**src/rtl/swire_rom_pkg.sv**
```systemverilog
package swire_rom_pkg;

    localparam int CMD_W = 8;

    localparam logic [CMD_W-1:0] OP_READ   = 8'h33;
    localparam logic [CMD_W-1:0] OP_MATCH  = 8'h55;
    localparam logic [CMD_W-1:0] OP_SKIP   = 8'hCC;
    localparam logic [CMD_W-1:0] OP_SEARCH = 8'hF0;
    localparam logic [CMD_W-1:0] OP_ALARM  = 8'hEC;

    typedef enum logic [2:0] {
        CK_NONE,
        CK_READ,
        CK_MATCH,
        CK_SKIP,
        CK_SEARCH,
        CK_ALARM
    } rom_cmd_e;

    typedef enum logic [2:0] {
        ST_IDLE,
        ST_CMD,
        ST_READ,
        ST_MATCH,
        ST_SRCH,
        ST_SEL
    } rom_state_e;

endpackage

```
**src/rtl/swire_id_gen.sv**
```systemverilog
module swire_id_gen #(
    parameter int          ID_BITS = 64,
    parameter logic [7:0]  FAMILY  = 8'h10
) (
    input  logic [ID_BITS-17:0] serial_no,
    output logic [ID_BITS-1:0]  id_code
);
    localparam int BODY_W = ID_BITS - 8;

    logic [BODY_W-1:0] body;
    logic [7:0]        crc;
    logic              fb;

    assign body = {serial_no, FAMILY};

    // reflected CRC-8 (x^8+x^5+x^4+1), fed from bit 0 upward, seed zero
    always_comb begin
        crc = '0;
        fb  = 1'b0;
        for (int i = 0; i < BODY_W; i++) begin
            fb  = crc[0] ^ body[i];
            crc = {1'b0, crc[7:1]} ^ (fb ? 8'h8C : 8'h00);
        end
    end

    assign id_code = {crc, body};

endmodule

```
**src/rtl/swire_cmd_decode.sv**
```systemverilog
module swire_cmd_decode
    import swire_rom_pkg::*;
(
    input  logic [CMD_W-1:0] code,
    output rom_cmd_e         kind
);
    always_comb begin
        case (code)
            OP_READ:   kind = CK_READ;
            OP_MATCH:  kind = CK_MATCH;
            OP_SKIP:   kind = CK_SKIP;
            OP_SEARCH: kind = CK_SEARCH;
            OP_ALARM:  kind = CK_ALARM;
            default:   kind = CK_NONE;
        endcase
    end

endmodule

```
**src/rtl/swire_rom_layer.sv**
```systemverilog
module swire_rom_layer
    import swire_rom_pkg::*;
#(
    parameter int         ID_BITS = 64,
    parameter logic [7:0] FAMILY  = 8'h10
) (
    input  logic                clk,
    input  logic                rst_n,
    input  logic                bus_reset,
    input  logic                rx_valid,
    input  logic                rx_bit,
    input  logic                tx_req,
    input  logic                alarm_flag,
    input  logic [ID_BITS-17:0] serial_no,
    output logic                tx_bit,
    output logic                sel_strobe
);
    localparam int CNT_W = $clog2(ID_BITS);
    localparam logic [CNT_W-1:0] CNT_LAST = CNT_W'(ID_BITS - 1);
    localparam logic [CNT_W-1:0] CMD_LAST = CNT_W'(CMD_W - 1);

    typedef struct packed {
        rom_state_e       state;
        logic [CNT_W-1:0] cnt;
        logic [1:0]       phase;
        logic [CMD_W-1:0] sr;
        logic             strobe;
    } regs_t;

    regs_t q, d;

    logic [ID_BITS-1:0] id_code;
    logic [CMD_W-1:0]   sr_next;
    rom_cmd_e           kind;
    logic               id_bit;
    logic               at_last;

    swire_id_gen #(.ID_BITS(ID_BITS), .FAMILY(FAMILY)) u_id (
        .serial_no (serial_no),
        .id_code   (id_code)
    );

    assign sr_next = {rx_bit, q.sr[CMD_W-1:1]};

    swire_cmd_decode u_dec (
        .code (sr_next),
        .kind (kind)
    );

    assign id_bit  = id_code[q.cnt];
    assign at_last = (q.cnt == CNT_LAST);

    always_comb begin
        d        = q;
        d.strobe = 1'b0;
        if (bus_reset) begin
            d.state = ST_CMD;
            d.cnt   = '0;
            d.phase = 2'd0;
            d.sr    = '0;
        end else begin
            case (q.state)
                ST_CMD: if (rx_valid) begin
                    d.sr  = sr_next;
                    d.cnt = q.cnt + 1'b1;
                    if (q.cnt == CMD_LAST) begin
                        d.cnt   = '0;
                        d.phase = 2'd0;
                        case (kind)
                            CK_READ:   d.state = ST_READ;
                            CK_MATCH:  d.state = ST_MATCH;
                            CK_SKIP: begin
                                d.state  = ST_SEL;
                                d.strobe = 1'b1;
                            end
                            CK_SEARCH: d.state = ST_SRCH;
                            CK_ALARM:  d.state = alarm_flag ? ST_SRCH : ST_IDLE;
                            default:   d.state = ST_IDLE;
                        endcase
                    end
                end
                ST_READ: if (tx_req) begin
                    if (at_last) begin
                        d.state  = ST_SEL;
                        d.strobe = 1'b1;
                    end else begin
                        d.cnt = q.cnt + 1'b1;
                    end
                end
                ST_MATCH: if (rx_valid) begin
                    if (rx_bit != id_bit) begin
                        d.state = ST_IDLE;
                    end else if (at_last) begin
                        d.state  = ST_SEL;
                        d.strobe = 1'b1;
                    end else begin
                        d.cnt = q.cnt + 1'b1;
                    end
                end
                ST_SRCH: begin
                    if (q.phase == 2'd2) begin
                        if (rx_valid) begin
                            if (rx_bit != id_bit || at_last) begin
                                d.state = ST_IDLE;
                            end else begin
                                d.cnt   = q.cnt + 1'b1;
                                d.phase = 2'd0;
                            end
                        end
                    end else if (tx_req) begin
                        d.phase = q.phase + 2'd1;
                    end
                end
                default: ;
            endcase
        end
    end

    always_ff @(posedge clk or negedge rst_n) begin
        if (!rst_n) begin
            q.state  <= ST_IDLE;
            q.cnt    <= '0;
            q.phase  <= 2'd0;
            q.sr     <= '0;
            q.strobe <= 1'b0;
        end else begin
            q <= d;
        end
    end

    always_comb begin
        case (q.state)
            ST_READ: tx_bit = id_bit;
            ST_SRCH: tx_bit = (q.phase == 2'd0) ? id_bit :
                              (q.phase == 2'd1) ? ~id_bit : 1'b1;
            default: tx_bit = 1'b1;
        endcase
    end

    assign sel_strobe = q.strobe;

    a_r10_single_pulse: assert property (@(posedge clk) disable iff (!rst_n)
        sel_strobe |=> !sel_strobe);

    a_r10_strobe_after_slot: assert property (@(posedge clk) disable iff (!rst_n)
        sel_strobe |-> $past(rx_valid || tx_req));

    a_r9_reset_restarts: assert property (@(posedge clk) disable iff (!rst_n)
        bus_reset |=> (q.state == ST_CMD && q.cnt == '0 && !sel_strobe));

    a_r7_complement_slot: assert property (@(posedge clk) disable iff (!rst_n)
        (q.state == ST_SRCH && q.phase == 2'd1 &&
         $past(q.state) == ST_SRCH && $past(q.phase) == 2'd0)
        |-> (tx_bit != $past(tx_bit)));

    a_r11_released_when_quiet: assert property (@(posedge clk) disable iff (!rst_n)
        (q.state == ST_IDLE || q.state == ST_SEL) |-> tx_bit);

    a_r2_no_strobe_without_reset: assert property (@(posedge clk) disable iff (!rst_n)
        (q.state == ST_IDLE && !bus_reset) |=> !sel_strobe);

endmodule

```
**config.mk**
```make
export PLATFORM = sky130hd
export DESIGN_NAME = swire_rom_layer
export DESIGN_NICKNAME = d
export VERILOG_FILES = /design/src/rtl/swire_rom_pkg.sv /design/src/rtl/swire_id_gen.sv /design/src/rtl/swire_cmd_decode.sv /design/src/rtl/swire_rom_layer.sv
export SDC_FILE = /design/constraint.sdc
export NUM_CORES = 1
export LEC_CHECK = 0
export BUFFER_PORTS_ARGS = -buffer_cell sky130_fd_sc_hd__buf_2
export CAP_MARGIN = 0
export CORE_AREA = 2 2 85 95
export CTS_CLUSTER_SIZE = 12
export DETAILED_ROUTE_END_ITERATION = 10
export DIE_AREA = 0 0 87 97
export PLACE_DENSITY = 0.7
export SLEW_MARGIN = 0
export SYNTH_ARGS = -nofsm -noshare
export SYNTH_HDL_FRONTEND = slang
export SYNTH_SLANG_ARGS = --single-unit
```
**constraint.sdc**
```tcl
create_clock -name clk -period 10.6 [get_ports clk]
set_clock_uncertainty 0.05 [all_clocks]
set_input_delay 1.59 -clock clk [delete_from_list [all_inputs] [get_ports clk]]
set_output_delay 1.59 -clock clk [all_outputs]
set_load 0.005 [all_outputs]
```
## After elaboration in Yosys (flattened, before gate mapping)

Index checks and enable logic that the tools add are counted.

- Register bits after elaboration: 20
- Logic and storage cells: 227

- Equality and inequality tests: 31
- Order comparisons: 1
- Bitwise operators: 96
- Reduce and logical (&&, ||, !) cells: 10
- Muxes and demuxes: 82
- Add/subtract/negate cells: 2

Operators by type and width:

| kind | number |
|---|---|
| 2-to-1 mux 8 bit | 50 |
| XOR 7 x 8 -> 8 bit | 47 |
| XOR 1 bit | 47 |
| case mux 9 bit (4 select lines) | 1 |
| case mux 3 bit (5 select lines) | 2 |
| 2-to-1 mux 9 bit | 3 |
| != test 3 bit, second input constant | 9 |
| == test 8 bit, second input constant | 3 |
| 2-to-1 mux 11 bit | 2 |
| 2-to-1 mux 20 bit | 1 |
| 2-to-1 mux 19 bit | 1 |
| AND reduction 8 bit | 2 |
| == test 3 x 2 -> 1 bit, second input constant | 4 |
| 2-to-1 mux 3 bit | 4 |
| 2-to-1 mux 6 bit | 2 |
| != test 4 bit, second input constant | 3 |
| 2-to-1 mux 1 bit | 10 |
| == test 3 bit, second input constant | 3 |
| == test 8 x 6 -> 1 bit, second input constant | 1 |
| == test 8 x 7 -> 1 bit, second input constant | 1 |
| less-than comparator 6 x 7 -> 1 bit, second input constant | 1 |
| adder 6 x 1 -> 6 bit, second input constant | 1 |
| binary-select mux 1 bit (select 6 bit) | 1 |
| == test 3 x 1 -> 1 bit, second input constant | 2 |
| 19 further kinds | 21 |

## Depth between registers and ports, before layout

Gate-level depths: netlist of run 1.

- Depth in word-level cells: 151
- Depth in mapped cells: 14

## Cells and area by module

A second synthesis of run 1 with hierarchy kept.

- Cell total of the unflattened synthesis: 395
- Area, all modules: 3,927.5 um^2

By module, submodules not included:

| module | area each (um^2) | seq. area each (um^2) | cells each | times used |
|---|---|---|---|---|
| swire_rom_layer | 2,026.9 | 475.5 | 215 | 1 |
| swire_id_gen | 1,810.5 | 0.0 | 168 | 1 |
| swire_cmd_decode | 90.1 | 0.0 | 12 | 1 |

## Least setup slack after synthesis of run 1

No wires, ideal clock.

- Kind: in2out
- Start point: input port serial_no[5]
- End point: output port tx_bit
- Setup slack: 3.703 ns
- Stages: 14
- Buffers on the path: 1
- Data arrival time: 5.257 ns
- Cells stage by stage: buf_2 -> xnor2_2 -> xnor2_1 -> xor3_1 -> xnor2_2 -> xor3_1 -> xor2_1 -> xnor2_2 -> xnor3_1 -> or4_4 -> a31oi_2 -> xnor2_1 -> nor4b_1 -> o21ai_0

- Longest elaborated chain between the ends: 79
- Elaborated cells on any way between the ends: 129
- Classes of those cells: 45 x mux; 84 x bitwise

RTL lines:

| what | line | RTL |
|---|---|---|
| start, declared | swire_rom_layer.sv:14 | `input logic [ID_BITS-17:0] serial_no,` |
| XOR 1 bit | swire_id_gen.sv:21 | `fb = crc[0] ^ body[i];` |
| 2-to-1 mux 8 bit | swire_id_gen.sv:22 | `crc = {1'b0, crc[7:1]} ^ (fb ? 8'h8C : 8'h00);` |
| XOR 7 x 8 -> 8 bit (3 in a row) | swire_id_gen.sv:22 |  |
| XOR 1 bit | swire_id_gen.sv:21 |  |
| 2-to-1 mux 8 bit | swire_id_gen.sv:22 |  |
| XOR 7 x 8 -> 8 bit (3 in a row) | swire_id_gen.sv:22 |  |
| XOR 1 bit | swire_id_gen.sv:21 |  |
| 2-to-1 mux 8 bit | swire_id_gen.sv:22 |  |
| [59 not listed] | -- |  |
| 2-to-1 mux 8 bit | swire_id_gen.sv:22 |  |
| XOR 7 x 8 -> 8 bit | swire_id_gen.sv:22 |  |
| binary-select mux 1 bit (select 6 bit) * | swire_rom_layer.sv:50 | `assign id_bit = id_code[q.cnt];` |
| 2-to-1 mux 1 bit (not written as such) * | swire_rom_layer.sv:50 |  |
| NOT 1 bit | swire_rom_layer.sv:135 | `(q.phase == 2'd1) ? ~id_bit : 1'b1;` |
| 2-to-1 mux 1 bit | swire_rom_layer.sv:135 |  |
| 2-to-1 mux 1 bit | swire_rom_layer.sv:134 | `ST_SRCH: tx_bit = (q.phase == 2'd0) ? id_bit :` |
| case mux 1 bit (2 select lines) * | swire_rom_layer.sv:132 | `case (q.state)` |
| end, declared | swire_rom_layer.sv:15 | `output logic tx_bit,` |

Every way passes the cells marked *; elsewhere a longest branch is shown, timed or not. The select of a mux whose other input is x is not followed.

## Worst setup path in the final report of run 1

Ends and elaborated chain as after synthesis.

==> results, run 1 <==
- Hold repair after CTS inserted 0 buffers.
- The path class of the tightest hold or removal check is register to register.
- The clock net in this run drives a total of 19 sinks.
- Once detail routing completed, the nets flagged for antenna violations numbered 0.
- Compared with the post-synthesis result, the final layout area differs by 10.6%.
- Sequential cells account for between 5 and 6% of the total power.
- The number of H-tree branching levels is 1.
- Once layout is complete, the utilization of the core stands at about 54%.
- Setup violations remaining at the end of the flow were counted as 0.
- Timing would allow up to ~0.13 GHz.
- In this run the worst path has a maximum fanout of 5.
- The most common cell after layout, fill and taps aside is sky130_fd_sc_hd__buf_2.
- In the routed layout, each cell is associated on average with a via count of between 5 and 6.
- The count of final max-slew check failures is 0.
- The critical path goes through buf_2 > xnor2_2 > xnor2_1 > xor3_1 > xnor2_2 > xor3_1 > xor2_1 > xnor2_2 > xnor3_1 > or4_4 > a31oi_2 > xnor2_1 > nor4b_1 > o21ai_0 > buf_2.
- The weighted congestion at the end of routability-driven global placement is slightly below 0.9.
- The routed layout has around 2,800 vias.
- The startpoint type of the worst setup path is an input port.
- The analysis attributes to net switching a power of roughly 0.68 mW.
- The signal arrival time at the worst endpoint is roughly 5.8 ns.
- After layout, the worst path uses 70.2% of the clock period.
- The flow ran to the end, and the final reports show no timing, DRC or antenna violations.
- The count of endpoints failing hold in the final timing report is 0.
- The number of global-route vias before repair was 2,962.
- The placeable core region is 0.00739 mm².
- For this run, the number of standard cells in the final layout without fillers is around 470.
- The max-slew headroom at the worst pin is 24.2%.
- The relative contribution of the clock network to total power is 3.0%.
- Leaving out fill and tap cells, the most frequent cells in the layout are sky130_fd_sc_hd__buf_2 (56), sky130_fd_sc_hd__xnor2_1 (52), sky130_fd_sc_hd__xnor3_1 (32), sky130_fd_sc_hd__nor2_1 (30), sky130_fd_sc_hd__dfrtp_1 (19).
- The aggregate routed wire length is just under 9000 µm.
- Setup repair after global routing left no endpoint under its margin.
- In this run the post-CTS setup repair buffer count came out at 0.
- In this run the vertical extent of the chip is 97 µm.
- Hold is met by about 0.51 ns.
- The sequential element share of the synthesized area is about an eighth.
- The worst setup path is captured at an output pin.
- The type of the worst setup path is input port to output pin.
- Cell internal power was estimated by the tool at between 1 and 1.5 mW.
- Measured along the x axis, the die boundary spans approximately 87 µm.
- The share of synthesized registers carrying an async set or reset is between 90% and 100%.
- After technology mapping, the gate count stands at between 300 and 400.
- The mapped cell area is roughly 0.0036 mm².
- The switching power share of the total is a little under 40%.
- The wire length per cell after detailed routing is around 19 µm.
- The root cell of the clock tree is sky130_fd_sc_hd__clkbuf_8.
- The transition time at the pin with the least slew margin is approximately 1.1 ns.
- The share of total power dissipated in combinational logic is roughly nine tenths.
- The length in cells of the worst reg-to-reg path is 10.
- In this run the core area contains 33 standard-cell rows.
- The quantity of I/O buffers inserted on ports is 56.
- The number of I/O pins is 57.
- The setup TNS is 0 ns.
- In this run the deepest clock path goes through 2 buffers.
- The number of nets in the synthesized netlist is 398.
- The leakage power summed over all cells is 1.87 nW.
- The worst supply voltage drop on vdd is roughly 0.00045 V.
- Once the clock tree was built, the resizer swapped 0 gates to a different size.
- The count of flip-flops with a built-in enable after synthesis is 0.
- The cell area after placement is ~0.004 mm².
- The layout cell share with drive strength beyond 1 is a little under a quarter.
- In this design, the critical path's most frequently occurring cell is sky130_fd_sc_hd__xnor2_2.
- The overall die area is between 0.008 and 0.009 mm².
- Once placement completed, the tool counted placed cells totaling between 400 and 500.
- The max-cap violation count is 0.
- Entering global routing, the biggest net connects 22 pins.
- The clock insertion delay at the later pin of the skew report is ~0.26 ns.
- The first-pass iteration count of the detailed router is 6.
- TritonCTS created 3 clock buffers.
- The overall track demand over capacity in global routing is 22.3%.
- The number of antenna violations at the first check in global routing is 0.
- In this design, the stage delay of the slowest critical-path cell is roughly 0.52 ns.
- Summing all non-filler instances in the final layout gives an area of between 0.004 and 0.005 mm².
- Data on the critical path is required at its endpoint by about 9 ns.
- For this configuration, the core starts out at a cell density of 49.0%.
- TritonCTS built the clock tree.
- The count of unique library cells instantiated by Yosys is 55.
- The DRC violation count after routing is 0.
- Yosys printed 0 warnings.
- The aggregate global routing overflow is 0.
- The number of antenna diodes in the final layout is 0.
- The routed design could run at a clock period as short as between 7 and 8 ns.
- The register bit total from synthesis is 19.
- The worst hold path cell count is 2.
- For this design, the slowest cell found on the critical path is sky130_fd_sc_hd__xor3_1.
- The synthesized area per cell is 10.6 µm².
- The net count of the finished layout is 444.
- Summed over all nets, the half-perimeter wirelength after detailed placement is 7220 µm.
- The first global-routing pass estimated about 15,000 µm of wire.
- For this design the ratio of total power to cell area is between 400 and 500 mW/mm².
- The clock-pin slew on the worst setup and hold paths is around 0.080 ns.
- For this run, the leading register cell type out of synthesis is sky130_fd_sc_hd__dfrtp_1.
- The first routing iteration left between 100 and 150 violations.
[logic make-up after synthesis]
logic type | share of synthesized area (%)
adder cells (fa/ha/maj) | 0.691
AO/OA/AOI/OAI | 11.9
AND/OR/NAND/NOR | 12.6
XOR/XNOR | 46.9
flip-flops | 13.1
multiplexers | 12.0
buffers and inverters | 2.73
[path summary, 6_finish.rpt]
| path | startpoint | endpoint | slack [ns] |
|---|---|---|---|
| min | q[9]$_DFFE_PN0P_ | q[9]$_DFFE_PN0P_ | 0.51 |
| max in group asynchronous | rst_n | q[3]$_DFFE_PN0P_ | 8.96 |
| min in group asynchronous | rst_n | q[15]$_DFFE_PN0P_ | 1.22 |
| min reg2reg | q[9]$_DFFE_PN0P_ | q[9]$_DFFE_PN0P_ | 0.51 |
| max reg2reg | q[11]$_DFFE_PN0P_ | q[17]$_DFFE_PN0P_ | 6.79 |
| max | serial_no[5] | tx_bit | 3.16 |
[registers in the layout, summed over array words and instances (netlist names)]
signal and cells:
q 18, sel_strobe 1
[critical path, delay by kind of cell]
| kind | cells | cell delay [ns] |
|---|---|---|
| AOI/OAI and AO/OA | 2 | 0.40 |
| xor gates and xnor gates | 9 | 2.85 |
| buffers and inverters | 2 | 0.30 |
| and+or+nand+nor | 2 | 0.66 |
[layout make-up]
class / instances / area (µm²)
Fill cell: 676 / 3390
Sequential cell: 19 / 475
Inverter: 11 / 41.3
Clock buffer: 4 / 45.0
Multi-Input combinational cell: 296 / 3050
Timing Repair Buffer: 56 / 280
Tap cell: 87 / 109
[power groups by stage]
stage	sequential (mW)	clock, mW	combinational (mW)
after floorplan	0.0789	0	1.37
after global placement	0.0960	0	1.55
after detailed placement	0.0962	0	1.57
after CTS	0.0948	0.0521	1.59
after global routing	0.0970	0.0551	1.70
final	0.0950	0.0514	1.58
[metrics by stage]
| stage | power [mW] | worst slack, ns |
|---|---|---|
| 2_1_floorplan | 1.45 | 3.70 |
| 3_3_place_gp | 1.65 | 3.25 |
| 3_5_place_dp | 1.66 | 3.10 |
| 4_1_cts | 1.74 | 3.08 |
| 5_1_grt | 1.85 | 2.74 |
| 6_report | 1.73 | 3.16 |
[layer usage]
metal  GRT usage, %  wire [µm]  vias to the layer above
met1           29.8       3630                     1348
met4           5.29        150                        0
li1               -          -                     1342
met2           39.4       4600                      110
met3          0.939        467                       12
met5              0          0                        -
[cell usage after synthesis (all sizes together), types with 2 or more instances]
| master | n | area (µm²) |
|---|---|---|
| o31ai | 3 | 27.5 |
| ha | 2 | 25.0 |
| nand2b | 2 | 12.5 |
| nor4b | 2 | 17.5 |
| a2bb2oi | 2 | 17.5 |
| a211oi | 2 | 15.0 |
| a21oi | 13 | 65.1 |
| a32o | 2 | 20.0 |
| a31o | 2 | 17.5 |
| o21ai | 10 | 50.1 |
| xnor3 | 33 | 744 |
| nor3b | 2 | 15.0 |
| nor4bb | 2 | 20.0 |
| a31oi | 5 | 37.5 |
| xor2 | 15 | 131 |
| or4 | 2 | 18.8 |
| o41ai | 2 | 17.5 |
| inv | 11 | 41.3 |
| a221oi | 5 | 43.8 |
| nor3 | 8 | 40.0 |
| a211o | 2 | 17.5 |
| mux4 | 13 | 293 |
| o21bai | 3 | 22.5 |
| xor3 | 10 | 238 |
| clkbuf | 13 | 48.8 |
| mux2i | 13 | 130 |
| nand3 | 8 | 40.0 |
| a21o | 2 | 15.0 |
| nor2b | 5 | 31.3 |
| and3 | 5 | 31.3 |
| nor2 | 30 | 113 |
| o21a | 3 | 22.5 |
| nor4 | 4 | 25.0 |
| buf | 2 | 8.75 |
| nand2 | 12 | 45.0 |
| or3 | 2 | 17.5 |
| dfrtp | 19 | 475 |
| xnor2 | 60 | 586 |
Note: power is estimated with default switching activity, not from simulation.
==> run 2, diff against run 1 <==
Clock period 10.6 ns to 7.72 ns, I/O delays scaled along.
==> results, run 2 (synthesized netlist as in run 1, its figures left out) <==
- The starting utilization of the core area is ~49%.
- The signal arrival time at the worst endpoint is ~5.4 ns.
- The number of antenna diodes is 0.
- The footprint of the multi-input gates is about 0.0031 mm².
- The final layout contains around 440 nets.
- The number of clock buffers inserted by TritonCTS is 3.
- The first-pass iteration count of the detailed router is 5.
- The worst pin sits at a relative slew slack of roughly a quarter.
- The count of final max-slew check failures came to 0.
- The final worst-path setup slack is 1.10 ns.
- Counting the fill cells in the layout gives 668.
- The power spent charging and discharging nets is 0.927 mW.
- For this run, design rule violations remaining after detail routing come to 0.
- Of all nets on the critical path, the largest fanout is 5.
- The area growth from synthesis to layout is 10.6%.
- The analysis attributes to cell leakage a power of between 1.5 and 2 nW.
- STA classifies the critical path endpoint as an output pin.
- TritonCTS built the clock tree.
- The count of endpoints failing setup in the final report is 0.
- The number of buffers added to fix hold violations after cts is 0.
- Prior to clock tree synthesis, the placed netlist has a worst setup slack of between 1 and 1.5 ns.
- Dividing the final minimum period by the clock period gives a little under nine tenths.
- In the final layout, the share of cells above drive strength 1 is a little under a quarter.
- The count of endpoints failing hold in the final timing report was 0.
- The min-delay analysis places its worst path in the category register to register.
- Dividing the detail-routed via count by the number of cells gives around 6.
- Power spread over the standard cell area amounts to slightly below 600 mW/mm².
- The worst path needs between 6 and 7 ns of the cycle, external delays included.
- Row generation in the floorplan step produced 33 rows.
- The tree is rooted in a sky130_fd_sc_hd__clkbuf_8.
- Detailed routing inserted a total of around 2,900 vias.
- The number of global-route vias before repair is about 3,000.
- Static timing analysis puts the maximum clock frequency at around 0.15 GHz.
- The aggregate routed wire length is ~8800 µm.
- Measured along the y axis, the die boundary spans around 97 µm.
- Counting along the longest clock path gives a buffer depth of 2.
- The clock insertion delay at the later pin of the skew report is around 0.25 ns.
- Setup total negative slack on the finished layout was measured at 0 ns.
- In this run the number of H-tree levels came out at 1.
- The number of flip-flops under the largest register name is 18.
- The worst supply voltage drop on vdd is 0.000613 V.
- The share of power burned in combinational logic is 91.6%.
- Tracing the worst setup path back leads to its startpoint at serial_no[5].
- Cell internal power was estimated by the tool at between 1 and 1.5 mW.
- The number of I/O pins is 57.
- Global routing used between 20% and 30% of the available tracks across all layers.
- The clock-pin slew on the worst setup and hold paths is 0.07 ns.
- The max-cap violation count is 0.
- The count of nets left with antenna violations after detail routing is 0.
- For this block, the initial DRC count from the detailed router was ~120.
- The x dimension of the die is approximately 87 µm.
- During placement, the flow inserted port buffers numbering 56.
- The transition time at the pin with the least slew margin is ~1.1 ns.
- The wire-length estimate of the detail-placed layout is approximately 7200 µm.
- The most common cell after layout, fill and taps aside is sky130_fd_sc_hd__buf_2.
- Summed over all layers, the global routing overflow is 0.
- The type of the worst setup path is input port to output pin.
- The number of instances resized during post-cts repair is 0.
- In this run the most critical hold path is launched from q[9]$_DFFE_PN0P_.
- The relative contribution of the clock network to total power is under 10%.
- The run finished with clean final reports.
- In this run, flip-flops and latches consume ~5.5% of the power.
- The wire length of the first global-routing pass is 14,900 µm.
- The clock sink count is 19.
- The top cell types in the final layout, fill and taps aside, are sky130_fd_sc_hd__buf_2 (56), sky130_fd_sc_hd__xnor2_1 (52), sky130_fd_sc_hd__xnor3_1 (32), sky130_fd_sc_hd__nor2_1 (30), sky130_fd_sc_hd__dfrtp_1 (19).
- In this run the post-CTS setup repair buffer count came out at 0.
- Cells fill a little over half of the core in the end.
- The placeable core region is about 0.0074 mm².
- The number of antenna violations at the first check in global routing is 0.
- Setup repair after global routing left no endpoint under its margin.
- The weighted congestion at the end of routability-driven global placement is 0.889.
- The startpoint identified for the worst register-to-register timing path is q[11]$_DFFE_PN0P_.
- The wire length per cell after detailed routing is about 19 µm.
- The overall die area is between 0.008 and 0.009 mm².
- STA puts the critical path data required time at ~6.5 ns.
- The register with the most flip-flops in the final layout is q.
- The pin count of the biggest net entering global routing is 22.
- The startpoint type of the worst setup path is an input port.
- The sequential cell area in the final layout is 475 µm².
- Of the total power, the share spent switching nets is between 30% and 40%.
[run 2: final timing paths]
kind	end	slack, ns	depth (start not counted)
max	tx_bit	1.10	15
min	q[9]$_DFFE_PN0P_	0.50	2
max reg2reg	q[17]$_DFFE_PN0P_	3.90	10
min reg2reg	q[9]$_DFFE_PN0P_	0.50	2
max in group asynchronous	q[3]$_DFFE_PN0P_	6.53	1
min in group asynchronous	q[16]$_DFFE_PN0P_	0.79	1
[run 2: cell type report]
cell class                      count  area share (%)
Inverter                           11            1.03
Tap cell                           87            2.72
Timing Repair Buffer               56            7.00
Clock buffer                        4            1.13
Sequential cell                    19            11.9
Multi-Input combinational cell    296            76.3
[run 2: critical path, stage by stage]
cell and delay, ns:
sky130_fd_sc_hd__buf_2 0.16, sky130_fd_sc_hd__xnor2_2 0.40, sky130_fd_sc_hd__xnor2_1 0.22, sky130_fd_sc_hd__xor3_1 0.50, sky130_fd_sc_hd__xnor2_2 0.27, sky130_fd_sc_hd__xor3_1 0.52
sky130_fd_sc_hd__xor2_1 0.33, sky130_fd_sc_hd__xnor2_2 0.18, sky130_fd_sc_hd__xnor3_1 0.35, sky130_fd_sc_hd__or4_4 0.44, sky130_fd_sc_hd__a31oi_2 0.31, sky130_fd_sc_hd__xnor2_1 0.11
sky130_fd_sc_hd__nor4b_1 0.22, sky130_fd_sc_hd__o21ai_0 0.11, sky130_fd_sc_hd__buf_2 0.14
[run 2: stage by stage]
step | cell area [µm²] | std cells | power [mW] | hold slack, ns
floorplan | 3620 | 341 | 1.99 | 0.460
global placement | 3960 | 469 | 2.26 | 0.494
detailed placement | 3960 | 469 | 2.28 | 0.495
CTS | 4000 | 473 | 2.38 | 0.513
global route | 4000 | 473 | 2.53 | 0.531
finish | 4000 | 473 | 2.37 | 0.503
[run 2: power by group through the flow]
stage,Combinational [mW],Clock (mW),Sequential (mW)
after floorplan,1.88,0,0.108
after global placement,2.13,0,0.132
after detailed placement,2.15,0,0.132
after CTS,2.18,0.0720,0.130
after global routing,2.33,0.0742,0.133
final,2.17,0.0690,0.130
[run 2: metal layers]
metal | GRT usage [%] | wire length [µm]
met1 | 28.3 | 3600
met2 | 38.9 | 4640
met3 | 2.05 | 420
met5 | 0 | 0
met4 | 6.97 | 187
